## src/rtl/stepper_phase_seq.sv

```systemverilog
module stepper_phase_seq #(
  parameter int CLK_HZ = 50_000_000,
  parameter int RATE_W = 26,
  parameter int POS_W  = 16
) (
  input  logic                    clk,
  input  logic                    rst_n,
  input  logic                    enable,
  input  logic                    step_req,
  input  logic                    dir,
  input  logic [1:0]              mode,
  input  logic                    auto_en,
  input  logic [RATE_W-1:0]       sps,
  output logic [3:0]              winding,
  output logic signed [POS_W-1:0] position
);
  localparam int ACC_W = RATE_W + 1;
  localparam logic [ACC_W-1:0] LIMIT = ACC_W'(CLK_HZ);

  logic [1:0]       cur_mode;
  logic [2:0]       idx;
  logic [2:0]       last;
  logic [3:0]       pat;
  logic [ACC_W-1:0] acc;
  logic [ACC_W-1:0] acc_sum;
  logic             tick;
  logic             step_fire;

  assign acc_sum   = acc + ACC_W'(sps);
  assign tick      = auto_en && (acc_sum >= LIMIT);
  assign step_fire = enable && (step_req || tick);
  assign last      = (cur_mode == 2'd0) ? 3'd2 : (cur_mode == 2'd3) ? 3'd7 : 3'd3;

  function automatic logic [2:0] fold(input logic [2:0] i, input logic [1:0] m);
    case (m)
      2'd0:    fold = i % 3'd3;
      2'd3:    fold = i;
      default: fold = {1'b0, i[1:0]};
    endcase
  endfunction

  always_ff @(posedge clk) begin
    if (!rst_n) acc <= '0;
    else if (!auto_en) acc <= '0;
    else if (tick) acc <= acc_sum - LIMIT;
    else acc <= acc_sum;
  end

  always_ff @(posedge clk) begin
    if (!rst_n) begin
      idx      <= '0;
      cur_mode <= 2'd0;
      position <= '0;
    end else if (step_fire) begin
      if (dir) idx <= (idx == last) ? 3'd0 : idx + 3'd1;
      else     idx <= (idx == 3'd0) ? last : idx - 3'd1;
      position <= dir ? position + POS_W'(1) : position - POS_W'(1);
    end else if (mode != cur_mode) begin
      cur_mode <= mode;
      idx      <= fold(idx, mode);
    end
  end

  always_comb begin
    pat = 4'b0000;
    case (cur_mode)
      2'd0: pat = {1'b0, 3'b001 << idx[1:0]};
      2'd1: pat = 4'b0001 << idx[1:0];
      2'd2:
        case (idx[1:0])
          2'd0: pat = 4'b1001;
          2'd1: pat = 4'b0011;
          2'd2: pat = 4'b0110;
          default: pat = 4'b1100;
        endcase
      default:
        case (idx)
          3'd0: pat = 4'b0001;
          3'd1: pat = 4'b0011;
          3'd2: pat = 4'b0010;
          3'd3: pat = 4'b0110;
          3'd4: pat = 4'b0100;
          3'd5: pat = 4'b1100;
          3'd6: pat = 4'b1000;
          default: pat = 4'b1001;
        endcase
    endcase
  end

  assign winding = (rst_n && enable) ? pat : 4'b0000;

  assert_vr_one_hot_R2: assert property (@(posedge clk) disable iff (!rst_n)
    (enable && cur_mode == 2'd0) |-> ($onehot(winding[2:0]) && !winding[3]));
  assert_wave_one_hot_R3: assert property (@(posedge clk) disable iff (!rst_n)
    (enable && cur_mode == 2'd1) |-> $onehot(winding));
  assert_two_coil_pair_R4: assert property (@(posedge clk) disable iff (!rst_n)
    (enable && cur_mode == 2'd2) |-> ($countones(winding) == 2));
  assert_half_one_or_two_R5: assert property (@(posedge clk) disable iff (!rst_n)
    (enable && cur_mode == 2'd3) |-> ($countones(winding) inside {1, 2}));
  assert_index_in_range_R6: assert property (@(posedge clk) disable iff (!rst_n)
    idx <= last);
  assert_position_step_R7: assert property (@(posedge clk) disable iff (!rst_n)
    step_fire |=> position == ($past(dir) ? $past(position) + POS_W'(1)
                                          : $past(position) - POS_W'(1)));
  assert_position_hold_R7: assert property (@(posedge clk) disable iff (!rst_n)
    !step_fire |=> $stable(position));
  assert_mode_held_on_step_R8: assert property (@(posedge clk) disable iff (!rst_n)
    step_fire |=> $stable(cur_mode));
  assert_disabled_off_R9: assert property (@(posedge clk) disable iff (!rst_n)
    !enable |-> winding == 4'b0000);
endmodule

```

## config.mk

```make
export PLATFORM = sky130hd
export DESIGN_NAME = stepper_phase_seq
export DESIGN_NICKNAME = d
export VERILOG_FILES = /design/src/rtl/stepper_phase_seq.sv
export SDC_FILE = /design/constraint.sdc
export NUM_CORES = 1
export LEC_CHECK = 0
export CORE_MARGIN = 3
export CORE_UTILIZATION = 59
export CTS_BUF_LIST = sky130_fd_sc_hd__clkbuf_2
export CTS_CLUSTER_DIAMETER = 150
export DETAILED_ROUTE_END_ITERATION = 6
export GPL_TIMING_DRIVEN = 0
export PLACE_DENSITY = 0.88
export SLEW_MARGIN = 30
export SYNTH_ARGS = -nofsm -noshare
export SYNTH_HDL_FRONTEND = slang
export SYNTH_SLANG_ARGS = --single-unit
```

## constraint.sdc

```tcl
create_clock -name clk -period 5.15 [get_ports clk]
set_input_delay 0.515 -clock clk [delete_from_list [all_inputs] [get_ports clk]]
set_output_delay 0.515 -clock clk [all_outputs]
set_load 0.05 [all_outputs]
```

==> results.md <==
Global routing:
- The total overflow left after global routing is 0.
- The initial antenna violation count was 0.
- The via count of the first global-routing pass is 5193.
- The first global-routing pass estimated 23710 um of wire.
- Across every metal layer, demand over resource in global routing totals 0.2911.
- Entering global routing, the biggest net connects 17 pins.

Clock network:
- The clock root buffer is sky130_fd_sc_hd__clkbuf_2.
- The number of levels the H-tree was split into is 2.
- The clock latency reported for the late side of the worst-skew pair is 0.46 ns.
- The post-CTS setup buffer count is 0.
- After clock tree synthesis, the clock-pin slew on the worst setup and hold paths is 0.28 ns.
- TritonCTS built the clock tree.
- The number of hold buffers added after CTS is 0.
- Once the clock tree was built, the resizer swapped 0 gates to a different size.
- The number of buffers inserted during clock tree synthesis is 5.
- The maximum root-to-sink buffer count is 2.
- The number of clock sinks is 48.

STA:
- Setup repair after global routing left no endpoint under its margin.
- For this run, the top clock speed supported by timing is 212.9 MHz.
- The final cycle utilization of the critical path is 0.9121.
- In the post-route analysis, the smallest setup slack over all paths is 0.4524 ns.
- Setup violations remaining at the end of the flow were counted as 0.
- The post-route clock skew is 0.03159 ns.
- The worst slew margin relative to its limit is 0.4822.
- After layout, the minimum clock period comes to 4.698 ns.
- The transition time of the tightest slew-check pin is 0.7670 ns.
- After routing, the total negative slack on setup checks comes to 0 ns.
- The final-report max-slew violation count is 0.
- The number of hold-slack violations in the final timing report is 0.
- Hold is met by 0.5227 ns.

Logic synthesis:
- In the synthesized netlist the async set-or-reset flop fraction comes to 0.
- After synthesis the cells add up to 4911 um2.
- By count the netlist is led by 73 x sky130_fd_sc_hd__a21oi_1, 67 x sky130_fd_sc_hd__o21ai_0, 58 x sky130_fd_sc_hd__nor2_1, 49 x sky130_fd_sc_hd__ha_1, 48 x sky130_fd_sc_hd__dfxtp_1.
- The number of different library cells used by synthesis comes to 73.
- The number of storage elements in the synthesis netlist is 48.
- The biggest area contributor in the post-synthesis netlist is sky130_fd_sc_hd__dfxtp_1.
- In the post-synthesis netlist, the biggest area contributors are sky130_fd_sc_hd__dfxtp_1 20%, sky130_fd_sc_hd__ha_1 12%, sky130_fd_sc_hd__a21oi_1 7.4%.
- The mux share of post-synthesis cell area is 0.007389.
- Of the total synthesized cell area, the portion taken by full adders, half adders and majority gates is 0.1330.
- The compound-cell area share of the yosys netlist is 0.3292.
- Of the total synthesized cell area, the portion taken by AND, OR, NAND and NOR gates is 0.2395.
- For this run, the number of Yosys warnings is 0.
- The combinational family with the most area after synthesis is compound AO/OA/AOI/OAI gates.
- The number of synthesized flops with an enable pin is 0.
- The number of nets handed over by synthesis was 746.
- The synthesized area per cell is 7.430 um2.
- Of the post-synthesis cell area, the dominant cell type holds 0.1957.
- Of the total synthesized cell area, the portion taken by XOR and XNOR cells is 0.04815.
- For this run, the register share of the synthesized area comes to 0.1957.
- The number of cells produced by synthesis is 661.
- For this run, the leading register cell type out of synthesis is sky130_fd_sc_hd__dfxtp_1.
- The most frequent cell after synthesis is sky130_fd_sc_hd__a21oi_1.

Critical path:
- The maximum fanout along the worst path is 10.
- The critical path in this run is classified as in2reg.
- At the worst endpoint, the arrival time is 5.11 ns.
- The type of element capturing the critical path is a flop.
- The worst setup path is launched from an input pin.
- The required time at the worst-slack endpoint is 5.57 ns.

Die:
- The floorplan step defined a die boundary enclosing 9455 um2.
- The die is 97.24 um tall.
- The initial cell density of the core is 0.6226.
- The top-level I/O count is 54.
- The cell row count is 32.
- Measured along the x axis, the die boundary spans 97.24 um.
- The core box area is 7888 um2.

Finish:
- The share of post-route cells with drive strength above 1 is 0.05956.
- The share of the core filled with cells is 0.7148.
- The number of nets in the finished design is 806.
- The final antenna diode count is 0.
- The finished layout holds 824 standard cells, fillers aside.
- The area growth from synthesis to layout is 14.80%.

Place:
- At the end of routability-driven placement, the weighted congestion stood at 0.9902.
- The number of instances in the placed design is 816.
- The count of buffers from port buffering is 53.
- Prior to clock tree synthesis, the placed netlist has a worst setup slack of 0.1256 ns.
- Summed over all nets, the half-perimeter wirelength after detailed placement is 10900 um.

Power:
- The total power density per cell area is 292.4 nW/um2.
- The leakage power of the design is 2.222 nW.
- VDD sags by at most 0.0001987 V.

Hold path:
- In this run the worst hold path is classified as reg2reg.

Detailed routing:
- The aggregate routed wire length is 14070 um.
- Before antenna repair, the detailed router went through 6 iterations.
- The starting DRC count in detailed routing is 406.
- The routed wire length per instance is 17.07 um.
- The antenna violation net count after detailed routing is 0.
- Dividing the detail-routed via count by the number of cells gives 6.564.
- In the routed design, unresolved DRC markers number 0.
- Detailed routing inserted a total of 5409 vias.

Flow run:
- Across the run, the number of max-cap violations was 0.

Status:
- The flow ran to the end, and the final reports show no timing, DRC or antenna violations.
[final cells by class]
| type | count | area [um2] |
|---|---|---|
| Multi-Input combinational cell | 565 | 3720 |
| Fill cell | 652 | 2250 |
| Sequential cell | 48 | 960.9 |
| Timing Repair Buffer | 53 | 530.5 |
| Buffer | 24 | 141.4 |
| Tap cell | 102 | 127.6 |
| Inverter | 24 | 90.09 |
| Clock inverter | 3 | 42.54 |
| Clock buffer | 5 | 25.02 |
[power breakdown]
group          internal, mW  switching (mW)
Clock                0.0809           0.139
Sequential            0.417          0.0295
Combinational         0.376           0.606
Total                 0.874           0.775
[kinds of logic after synthesis]
family,count (synthesis)
AOI/OAI and AO/OA,252
and+or+nand+nor,232
adders and majority gates,51
buffers and inverters,48
DFF,48
xor gates and xnor gates,27
muxes,3
[final timing paths]
check | slack [ns] | end | depth (start not counted) | from
worst max-delay path | 0.45 | position[10] | 13 | sps[1]
worst min-delay path | 0.52 | position[15] | 2 | position[15]
worst max register to register | 0.65 | position[10] | 12 | acc[1]
worst min register to register | 0.52 | position[15] | 2 | position[15]
[stage by stage]
| step | area (um2) | power, mW |
|---|---|---|
| 2_1_floorplan | 4911 | 1.168 |
| 3_5_place_dp | 5569 | 1.407 |
| 3_3_place_gp | 5569 | 1.374 |
| 6_report | 5638 | 1.649 |
| 5_1_grt | 5638 | 1.769 |
| 4_1_cts | 5637 | 1.629 |
[placed cells by master (no fill, tap or decap), types with 5 or more instances in the layout]
cell type,n
sky130_fd_sc_hd__ha_1,49
sky130_fd_sc_hd__or4_1,6
sky130_fd_sc_hd__nand2_1,44
sky130_fd_sc_hd__or3_1,12
sky130_fd_sc_hd__clkdlybuf4s50_1,53
sky130_fd_sc_hd__clkbuf_1,14
sky130_fd_sc_hd__o31ai_1,10
sky130_fd_sc_hd__and4_1,5
sky130_fd_sc_hd__o21ai_0,67
sky130_fd_sc_hd__o211ai_1,9
sky130_fd_sc_hd__inv_1,24
sky130_fd_sc_hd__nor2_1,58
sky130_fd_sc_hd__a21oi_1,73
sky130_fd_sc_hd__a211oi_1,9
sky130_fd_sc_hd__nand3_1,31
sky130_fd_sc_hd__xnor2_1,21
sky130_fd_sc_hd__o21a_1,18
sky130_fd_sc_hd__and3_1,13
sky130_fd_sc_hd__a31oi_1,6
sky130_fd_sc_hd__xor2_1,6
sky130_fd_sc_hd__a21o_1,7
sky130_fd_sc_hd__nor3_1,28
sky130_fd_sc_hd__nor2b_1,5
sky130_fd_sc_hd__clkbuf_2,5
sky130_fd_sc_hd__nand4_1,5
sky130_fd_sc_hd__dfxtp_1,48
[layer usage]
layer,wire length [um],track usage,up-vias,share of wire
li1,-,-,2629,-
met1,6151,0.3900,2516,0.44
met2,6568,0.4862,235,0.47
met3,1088,0.05025,29,0.077
met4,261,0.07455,0,0.019
met5,0,0,-,0
[registers in the layout (all words and copies together) (netlist names)]
| name | cells |
|---|---|
| acc | 27 |
| idx | 3 |
| cur_mode | 2 |
| position | 16 |
[critical path, stage by stage]
cell and delay, ns:
sky130_fd_sc_hd__clkdlybuf4s50_1 0.47, sky130_fd_sc_hd__ha_1 0.35, sky130_fd_sc_hd__a211oi_2 0.34, sky130_fd_sc_hd__o21ai_0 0.20
sky130_fd_sc_hd__a21oi_1 0.57, sky130_fd_sc_hd__a21boi_0 0.36, sky130_fd_sc_hd__o41a_1 0.40, sky130_fd_sc_hd__xnor2_1 0.18
sky130_fd_sc_hd__and4_1 0.25, sky130_fd_sc_hd__a2111oi_1 0.66, sky130_fd_sc_hd__clkbuf_1 0.46, sky130_fd_sc_hd__o21ai_0 0.19
sky130_fd_sc_hd__a21oi_1 0.16
Note: power is estimated with default switching activity, not from simulation.
